$ cat src/rtl/tsd_pkg.sv
package tsd_pkg;
  typedef enum logic [1:0] {
    ST_IDLE  = 2'd0,
    ST_WAIT  = 2'd1,
    ST_READ  = 2'd2,
    ST_WRITE = 2'd3
  } tsd_state_e;
endpackage

$ cat src/rtl/tsd_split.sv
// Cuts a byte length into a word run and a byte tail, and flags a bad base.
module tsd_split #(
  parameter int LW = 12
) (
  input  logic [LW-1:0] len,
  input  logic          word_en,
  input  logic [1:0]    addr_lo,
  output logic [LW-1:0] word_len,
  output logic [LW-1:0] tail_len,
  output logic          len_zero,
  output logic          misalign
);
  localparam logic [LW-1:0] ZERO = '0;

  assign word_len = word_en ? {len[LW-1:2], 2'b00} : ZERO;
  assign tail_len = word_en ? {{(LW-2){1'b0}}, len[1:0]} : len;
  assign len_zero = (len == ZERO);
  assign misalign = (word_len != ZERO) && (addr_lo != 2'b00);
endmodule

$ cat src/rtl/tsd_ctrl.sv
// Access sequencer: wait for request, read, write, then next or finish.
module tsd_ctrl
  import tsd_pkg::*;
(
  input  logic clk,
  input  logic rst,
  input  logic start,
  input  logic len_zero,
  input  logic misalign,
  input  logic dev_req,
  input  logic rd_ready,
  input  logic seg_empty,
  input  logic tail_pend,
  output logic clr,
  output logic load,
  output logic step,
  output logic to_tail,
  output logic rd_valid,
  output logic wr_en,
  output logic busy,
  output logic done,
  output logic err
);
  tsd_state_e state_q;

  assign clr     = (state_q == ST_IDLE) && start;
  assign load    = clr && !len_zero && !misalign;
  assign step    = (state_q == ST_READ) && rd_ready;
  assign to_tail = (state_q == ST_WRITE) && seg_empty && tail_pend;

  always_ff @(posedge clk) begin
    if (rst) begin
      state_q  <= ST_IDLE;
      rd_valid <= 1'b0;
      wr_en    <= 1'b0;
      busy     <= 1'b0;
      done     <= 1'b0;
      err      <= 1'b0;
    end else begin
      done <= 1'b0;
      err  <= 1'b0;
      unique case (state_q)
        ST_IDLE: begin
          if (start) begin
            if (len_zero) begin
              done <= 1'b1;
            end else if (misalign) begin
              err <= 1'b1;
            end else begin
              state_q <= ST_WAIT;
              busy    <= 1'b1;
            end
          end
        end
        ST_WAIT: begin
          if (dev_req) begin
            state_q  <= ST_READ;
            rd_valid <= 1'b1;
          end
        end
        ST_READ: begin
          if (rd_ready) begin
            state_q  <= ST_WRITE;
            rd_valid <= 1'b0;
            wr_en    <= 1'b1;
          end
        end
        ST_WRITE: begin
          wr_en <= 1'b0;
          if (seg_empty && !tail_pend) begin
            state_q <= ST_IDLE;
            busy    <= 1'b0;
            done    <= 1'b1;
          end else begin
            state_q <= ST_WAIT;
          end
        end
        default: state_q <= ST_IDLE;
      endcase
    end
  end
endmodule

$ cat src/rtl/tsd_dp.sv
// Address, segment and byte counters plus the write data register.
module tsd_dp #(
  parameter int AW     = 16,
  parameter int LW     = 12,
  parameter int DATA_W = 32
) (
  input  logic              clk,
  input  logic              rst,
  input  logic              clr,
  input  logic              load,
  input  logic              step,
  input  logic              to_tail,
  input  logic [AW-1:0]     start_addr,
  input  logic [LW-1:0]     word_len,
  input  logic [LW-1:0]     tail_len,
  input  logic [DATA_W-1:0] rd_data,
  output logic [AW-1:0]     addr,
  output logic              seg_word,
  output logic              seg_empty,
  output logic              tail_pend,
  output logic [DATA_W-1:0] wr_data,
  output logic              wr_size,
  output logic [LW-1:0]     total
);
  localparam int              BYTES_W = DATA_W / 8;
  localparam logic [AW-1:0]   A_WORD  = AW'(BYTES_W);
  localparam logic [AW-1:0]   A_BYTE  = AW'(1);
  localparam logic [LW-1:0]   L_WORD  = LW'(BYTES_W);
  localparam logic [LW-1:0]   L_BYTE  = LW'(1);

  logic [LW-1:0] seg_left_q;
  logic [LW-1:0] tail_left_q;
  logic [LW-1:0] l_step;

  assign l_step    = seg_word ? L_WORD : L_BYTE;
  assign seg_empty = (seg_left_q == '0);
  assign tail_pend = (tail_left_q != '0);

  always_ff @(posedge clk) begin
    if (rst) begin
      addr        <= '0;
      seg_word    <= 1'b0;
      seg_left_q  <= '0;
      tail_left_q <= '0;
      wr_data     <= '0;
      wr_size     <= 1'b0;
      total       <= '0;
    end else begin
      if (clr) begin
        total <= '0;
      end
      if (load) begin
        addr <= start_addr;
        if (word_len != '0) begin
          seg_word    <= 1'b1;
          seg_left_q  <= word_len;
          tail_left_q <= tail_len;
        end else begin
          seg_word    <= 1'b0;
          seg_left_q  <= tail_len;
          tail_left_q <= '0;
        end
      end else if (step) begin
        addr       <= addr + (seg_word ? A_WORD : A_BYTE);
        seg_left_q <= seg_left_q - l_step;
        total      <= total + l_step;
        wr_size    <= seg_word;
        wr_data    <= seg_word ? rd_data : {{(DATA_W-8){1'b0}}, rd_data[7:0]};
      end else if (to_tail) begin
        seg_word    <= 1'b0;
        seg_left_q  <= tail_left_q;
        tail_left_q <= '0;
      end
    end
  end
endmodule

$ cat src/rtl/tx_split_dma.sv
module tx_split_dma #(
  parameter int              AW        = 16,
  parameter int              LW        = 12,
  parameter int              DAW       = 8,
  parameter logic [DAW-1:0]  HOLD_ADDR = 8'h1C
) (
  input  logic            clk,
  input  logic            rst,
  input  logic            start,
  input  logic            word_en,
  input  logic [AW-1:0]   start_addr,
  input  logic [LW-1:0]   start_len,
  output logic            busy,
  output logic            done,
  output logic [LW-1:0]   done_count,
  output logic            align_err,
  input  logic            dev_req,
  output logic            mem_rd_valid,
  output logic [AW-1:0]   mem_rd_addr,
  output logic            mem_rd_word,
  input  logic            mem_rd_ready,
  input  logic [31:0]     mem_rd_data,
  output logic            dev_wr_en,
  output logic [DAW-1:0]  dev_wr_addr,
  output logic            dev_wr_size,
  output logic [31:0]     dev_wr_data
);
  logic [LW-1:0] word_len, tail_len;
  logic          len_zero, misalign;
  logic          clr, load, step, to_tail;
  logic          seg_empty, tail_pend;

  tsd_split #(.LW(LW)) u_split (
    .len      (start_len),
    .word_en  (word_en),
    .addr_lo  (start_addr[1:0]),
    .word_len (word_len),
    .tail_len (tail_len),
    .len_zero (len_zero),
    .misalign (misalign)
  );

  tsd_ctrl u_ctrl (
    .clk       (clk),
    .rst       (rst),
    .start     (start),
    .len_zero  (len_zero),
    .misalign  (misalign),
    .dev_req   (dev_req),
    .rd_ready  (mem_rd_ready),
    .seg_empty (seg_empty),
    .tail_pend (tail_pend),
    .clr       (clr),
    .load      (load),
    .step      (step),
    .to_tail   (to_tail),
    .rd_valid  (mem_rd_valid),
    .wr_en     (dev_wr_en),
    .busy      (busy),
    .done      (done),
    .err       (align_err)
  );

  tsd_dp #(.AW(AW), .LW(LW), .DATA_W(32)) u_dp (
    .clk        (clk),
    .rst        (rst),
    .clr        (clr),
    .load       (load),
    .step       (step),
    .to_tail    (to_tail),
    .start_addr (start_addr),
    .word_len   (word_len),
    .tail_len   (tail_len),
    .rd_data    (mem_rd_data),
    .addr       (mem_rd_addr),
    .seg_word   (mem_rd_word),
    .seg_empty  (seg_empty),
    .tail_pend  (tail_pend),
    .wr_data    (dev_wr_data),
    .wr_size    (dev_wr_size),
    .total      (done_count)
  );

  assign dev_wr_addr = HOLD_ADDR;
endmodule

$ cat config.mk
export PLATFORM = sky130hd
export DESIGN_NAME = tx_split_dma
export DESIGN_NICKNAME = d
export VERILOG_FILES = /design/src/rtl/tsd_pkg.sv /design/src/rtl/tsd_split.sv /design/src/rtl/tsd_ctrl.sv /design/src/rtl/tsd_dp.sv /design/src/rtl/tx_split_dma.sv
export SDC_FILE = /design/constraint.sdc
export NUM_CORES = 1
export LEC_CHECK = 0
export BUFFER_PORTS_ARGS = -buffer_cell sky130_fd_sc_hd__clkbuf_2
export CORE_UTILIZATION = 52
export DETAILED_ROUTE_END_ITERATION = 6
export PLACE_DENSITY = 0.8
export SKIP_CTS_REPAIR_TIMING = 1
export SLEW_MARGIN = 20
export SYNTH_ARGS = -nofsm -noshare
export SYNTH_HDL_FRONTEND = slang
export SYNTH_HIERARCHICAL = 1
export SYNTH_SLANG_ARGS = --single-unit
$ cat constraint.sdc
create_clock -name clk -period 3.7 [get_ports clk]
set_input_delay 0.555 -clock clk [delete_from_list [all_inputs] [get_ports clk]]
set_output_delay 0.555 -clock clk [all_outputs]
set_load 0.02 [all_outputs]
==> impl_metrics.prom <==
# TYPE chip_impl_metric gauge
chip_impl_info{name="run_status",value="complete, no violations"} 1
chip_impl_info{name="min_from",value="mem_rd_data[5]"} 1
chip_impl_metric{name="ys_seq_area_frac",unit=""} 0.3792
chip_impl_metric{name="area.growth.synth_to_final",unit="%"} 17.74
chip_impl_metric{name="crit_path_max_incr_delay",unit="ns"} 0.46
chip_impl_metric{name="postSynth.asyncResetShare",unit=""} 0
chip_impl_info{name="synthMostInstantiatedCell",value="sky130_fd_sc_hd__dfxtp_1"} 1
chip_impl_metric{name="synthDistinctLibCells",unit=""} 61
chip_impl_metric{name="critical_path_required",unit="ns"} 4.01
chip_impl_metric{name="synth-edff-count",unit=""} 0
chip_impl_metric{name="drtPass1Iterations",unit=""} 5
chip_impl_metric{name="port_buffers",unit=""} 132
chip_impl_metric{name="critPathArrivalTime",unit="ns"} 3.35
chip_impl_info{name="clockRootBuffer",value="sky130_fd_sc_hd__clkbuf_8"} 1
chip_impl_info{name="worst_setup_path_startpoint",value="u_dp/seg_left_q[4]"} 1
chip_impl_metric{name="die_outline_area",unit="µm²"} 9835
chip_impl_info{name="hold_class",value="input pin to flip-flop"} 1
chip_impl_metric{name="diodes",unit=""} 0
chip_impl_metric{name="grt_antenna_before_repair",unit=""} 0
chip_impl_info{name="tritoncts_clock_tree",value="built"} 1
chip_impl_metric{name="instances_no_fill",unit=""} 840
chip_impl_metric{name="die_width",unit="µm"} 99.17
chip_impl_metric{name="drc_errors",unit=""} 0
chip_impl_metric{name="placement.setup.worst_slack",unit="ns"} 0.7635
chip_impl_metric{name="relSlewSlack",unit=""} 0.3921
chip_impl_metric{name="finish.utilization",unit=""} 0.6286
chip_impl_metric{name="postSynthRegisterBits",unit=""} 93
chip_impl_info{name="crit_chain",value="or3_1 > nor4_2 > nor4b_1 > and3_1 > inv_1 > nand3_1 > o21ai_0 > or3_1 > nand3_1"} 1
chip_impl_metric{name="dr.first_iter.drc_count",unit=""} 334
chip_impl_metric{name="final.setup_skew",unit="ns"} 0.01730
chip_impl_metric{name="tightest_slew",unit="ns"} 0.9085
chip_impl_info{name="synth_common_cells",value="sky130_fd_sc_hd__dfxtp_1, sky130_fd_sc_hd__nand2_1, sky130_fd_sc_hd__a21oi_1"} 1
chip_impl_metric{name="clk_latency",unit="ns"} 0.37
chip_impl_info{name="critical_path.startpoint_type",value="flip-flop"} 1
chip_impl_metric{name="timing_max_transition_violations_final",unit=""} 0
chip_impl_metric{name="global_route_wire_length_before_repair",unit="µm"} 21320
chip_impl_metric{name="setup_viol",unit=""} 0
chip_impl_metric{name="htree_levels",unit=""} 3
chip_impl_metric{name="placementRows",unit=""} 35
chip_impl_metric{name="fin_ws",unit="ns"} 0.6668
chip_impl_info{name="netlist.top_cell.by_area",value="sky130_fd_sc_hd__dfxtp_1"} 1
chip_impl_metric{name="clockBufferDepth",unit=""} 2
chip_impl_metric{name="drv_cap",unit=""} 0
chip_impl_metric{name="dp_cells",unit=""} 824
chip_impl_info{name="regToRegStartpoint",value="u_dp/seg_left_q[4]"} 1
chip_impl_metric{name="cts_buffers",unit=""} 9
chip_impl_metric{name="routed_wl",unit="µm"} 13240
chip_impl_metric{name="power.ir.vdd_worst",unit="mV"} 0.2539
chip_impl_metric{name="r2r_setup_slack",unit="ns"} 0.67
chip_impl_metric{name="routabilityCongestion",unit=""} 0.9357
chip_impl_metric{name="detail-route-antenna-nets",unit=""} 0
chip_impl_metric{name="power.density_cell_area",unit="nW/µm²"} 550.3
chip_impl_metric{name="clock_transition_at_the_register_clock_pins_on_the_worst_setup_and_hold_paths_after_cts",unit="ns"} 0.12
chip_impl_metric{name="worst_hold_slack",unit="ns"} 0.3949
chip_impl_metric{name="yosys.area.top_type_share",unit=""} 0.3792
chip_impl_info{name="critical_setup_path_kind",value="flip-flop to flip-flop"} 1
chip_impl_metric{name="final.period_utilization",unit=""} 0.8198
chip_impl_metric{name="final.setup.tns",unit="ns"} 0
chip_impl_metric{name="die_height",unit="µm"} 99.17
chip_impl_metric{name="final_period_demand_of_the_worst_path",unit="ns"} 3.033
chip_impl_metric{name="placeableCoreArea",unit="µm²"} 9196
chip_impl_metric{name="syn-mean-instance-area",unit="µm²"} 7.970
chip_impl_metric{name="wl_per_cell",unit="µm"} 15.76
chip_impl_metric{name="routed_via_density",unit=""} 5.904
chip_impl_metric{name="total_nets_final",unit=""} 805
chip_impl_metric{name="final-hold-violation-count",unit=""} 0
chip_impl_metric{name="critical_path.max_fanout",unit=""} 8
chip_impl_metric{name="hpwlAfterDp",unit="µm"} 9484
chip_impl_metric{name="global_route.usage.total",unit=""} 0.2682
chip_impl_metric{name="yosys_warnings",unit=""} 6
chip_impl_metric{name="synth_cells",unit=""} 616
chip_impl_info{name="critPathTopFamily",value="simple AND/OR/NAND/NOR gates"} 1
chip_impl_metric{name="synth_area",unit="µm²"} 4910
chip_impl_metric{name="number_of_global_route_vias_before_repair",unit=""} 4501
chip_impl_info{name="crit_slowest_cell",value="sky130_fd_sc_hd__or3_1"} 1
chip_impl_metric{name="tritoncts_num_sinks",unit=""} 93
chip_impl_metric{name="p_leak",unit="µW"} 0.002384
chip_impl_metric{name="overflow",unit=""} 0
chip_impl_metric{name="num_vias",unit=""} 4959
chip_impl_metric{name="io-pin-count",unit=""} 141
chip_impl_metric{name="max_freq",unit="GHz"} 0.3297
chip_impl_info{name="synth_area_leaders",value="sky130_fd_sc_hd__dfxtp_1, sky130_fd_sc_hd__a21oi_1, sky130_fd_sc_hd__nand2_1"} 1
chip_impl_metric{name="grt_start_max_net_pins",unit=""} 50
chip_impl_info{name="ys.flop_type",value="sky130_fd_sc_hd__dfxtp_1"} 1
chip_impl_metric{name="critical_path.n_buffers_inverters",unit=""} 1
chip_impl_metric{name="initial_core_util",unit=""} 0.5339
chip_impl_info{name="end_kind",value="flip-flop"} 1
chip_impl_metric{name="final_layout_size_suffix_gt1_frac",unit=""} 0.2442
chip_impl_info{name="rsz_0062_raised_after_global_routing",value="false"} 1
where the power goes:
| group | switching [µW] | internal, µW | total [µW] |
|---|---|---|---|
| clock network | 426 | 270 | 696 |
| registers | 116 | 1120 | 1240 |
| logic | 782 | 468 | 1250 |
kinds of logic (layout without fill, tap and decap cells):
kind of cell,after synthesis,after routing,share of synthesized area
other cells,3,10,0.002293
mux,6,6,0.01249
compound gates,154,154,0.2057
buf+inv,67,173,0.06193
fa+ha+maj,15,15,0.03823
xor+xnor,17,17,0.03033
simple gates,261,261,0.2699
flops,93,93,0.3792
cell usage in the layout (no fill, tap or decap), types with 3 or more instances in the layout:
cell type,count
sky130_fd_sc_hd__nor4_1,4
sky130_fd_sc_hd__xor2_1,4
sky130_fd_sc_hd__dfxtp_1,93
sky130_fd_sc_hd__nor4_2,3
sky130_fd_sc_hd__a31oi_1,7
sky130_fd_sc_hd__a22oi_1,17
sky130_fd_sc_hd__inv_8,4
sky130_fd_sc_hd__nor2b_1,14
sky130_fd_sc_hd__buf_4,8
sky130_fd_sc_hd__inv_1,14
sky130_fd_sc_hd__o22ai_1,5
sky130_fd_sc_hd__nor2_1,61
sky130_fd_sc_hd__clkbuf_8,9
sky130_fd_sc_hd__conb_1,10
sky130_fd_sc_hd__or3_1,6
sky130_fd_sc_hd__o21ai_0,14
sky130_fd_sc_hd__nor3b_1,3
sky130_fd_sc_hd__a211oi_1,14
sky130_fd_sc_hd__ha_1,15
sky130_fd_sc_hd__nand2_1,71
sky130_fd_sc_hd__a21oi_1,63
sky130_fd_sc_hd__nand3_1,35
sky130_fd_sc_hd__a21o_1,3
sky130_fd_sc_hd__xnor2_1,13
sky130_fd_sc_hd__and4_1,3
sky130_fd_sc_hd__mux2i_1,5
sky130_fd_sc_hd__and3_1,9
sky130_fd_sc_hd__nand2b_1,4
sky130_fd_sc_hd__clkbuf_2,131
sky130_fd_sc_hd__nand3b_1,3
sky130_fd_sc_hd__nand4_1,7
sky130_fd_sc_hd__a221oi_1,7
sky130_fd_sc_hd__nor3_1,12
sky130_fd_sc_hd__a2111oi_2,4
sky130_fd_sc_hd__and2_1,10
routing by layer:
| layer | share of wire | vias up | track usage |
|---|---|---|---|
| met3 | 0.065 | 24 | 0.04498 |
| li1 | - | 2404 | - |
| met1 | 0.44 | 2331 | 0.3538 |
| met5 | 0 | - | 0 |
| met4 | 0.019 | 0 | 0.08371 |
| met2 | 0.48 | 200 | 0.4508 |
worst reg2reg max path, stage by stage, from the launching register on:
cell and delay, ns:
sky130_fd_sc_hd__dfxtp_1 0.38, sky130_fd_sc_hd__or3_1 0.46, sky130_fd_sc_hd__nor4_2 0.36, sky130_fd_sc_hd__nor4b_1 0.42, sky130_fd_sc_hd__and3_1 0.33, sky130_fd_sc_hd__inv_1 0.17, sky130_fd_sc_hd__nand3_1 0.28, sky130_fd_sc_hd__o21ai_0 0.15
sky130_fd_sc_hd__or3_1 0.36, sky130_fd_sc_hd__nand3_1 0.07
final cells by class:
cell class	instances	area (µm²)
flip-flops and latches	93	1862
clock inverters	7	77.57
well taps	111	138.9
fillers	827	3416
inverters	16	60.06
clock buffers	9	123.9
repair buffers	141	740.7
multi-input cells	463	2778
through the flow:
stage / instance area, µm² / total power [µW]
detailed placement: 5579 / 2477
floorplan: 4936 / 2152
global placement: 5579 / 2448
CTS: 5781 / 3172
global route: 5781 / 3375
finish: 5781 / 3181
sequential cells by signal (all words and copies together) (netlist names):
register,count
u_dp/seg_word,1
u_ctrl/rd_valid,1
u_ctrl/busy,1
u_dp/addr,16
u_dp/wr_data,32
u_dp/seg_left_q,12
u_dp/wr_size,1
u_ctrl/done,1
u_dp/tail_left_q,12
u_ctrl/wr_en,1
u_ctrl/state_q,2
u_ctrl/err,1
u_dp/total,12
path summary, 6_finish.rpt:
kind                              to  cells after the start
setup / recovery  u_dp/seg_left_q[5]                      9
hold / removal       u_dp/wr_data[5]                      3
setup reg to reg  u_dp/seg_left_q[5]                      9
hold reg to reg     u_dp/wr_data[10]                      2
(Power assumes the default switching activity.)
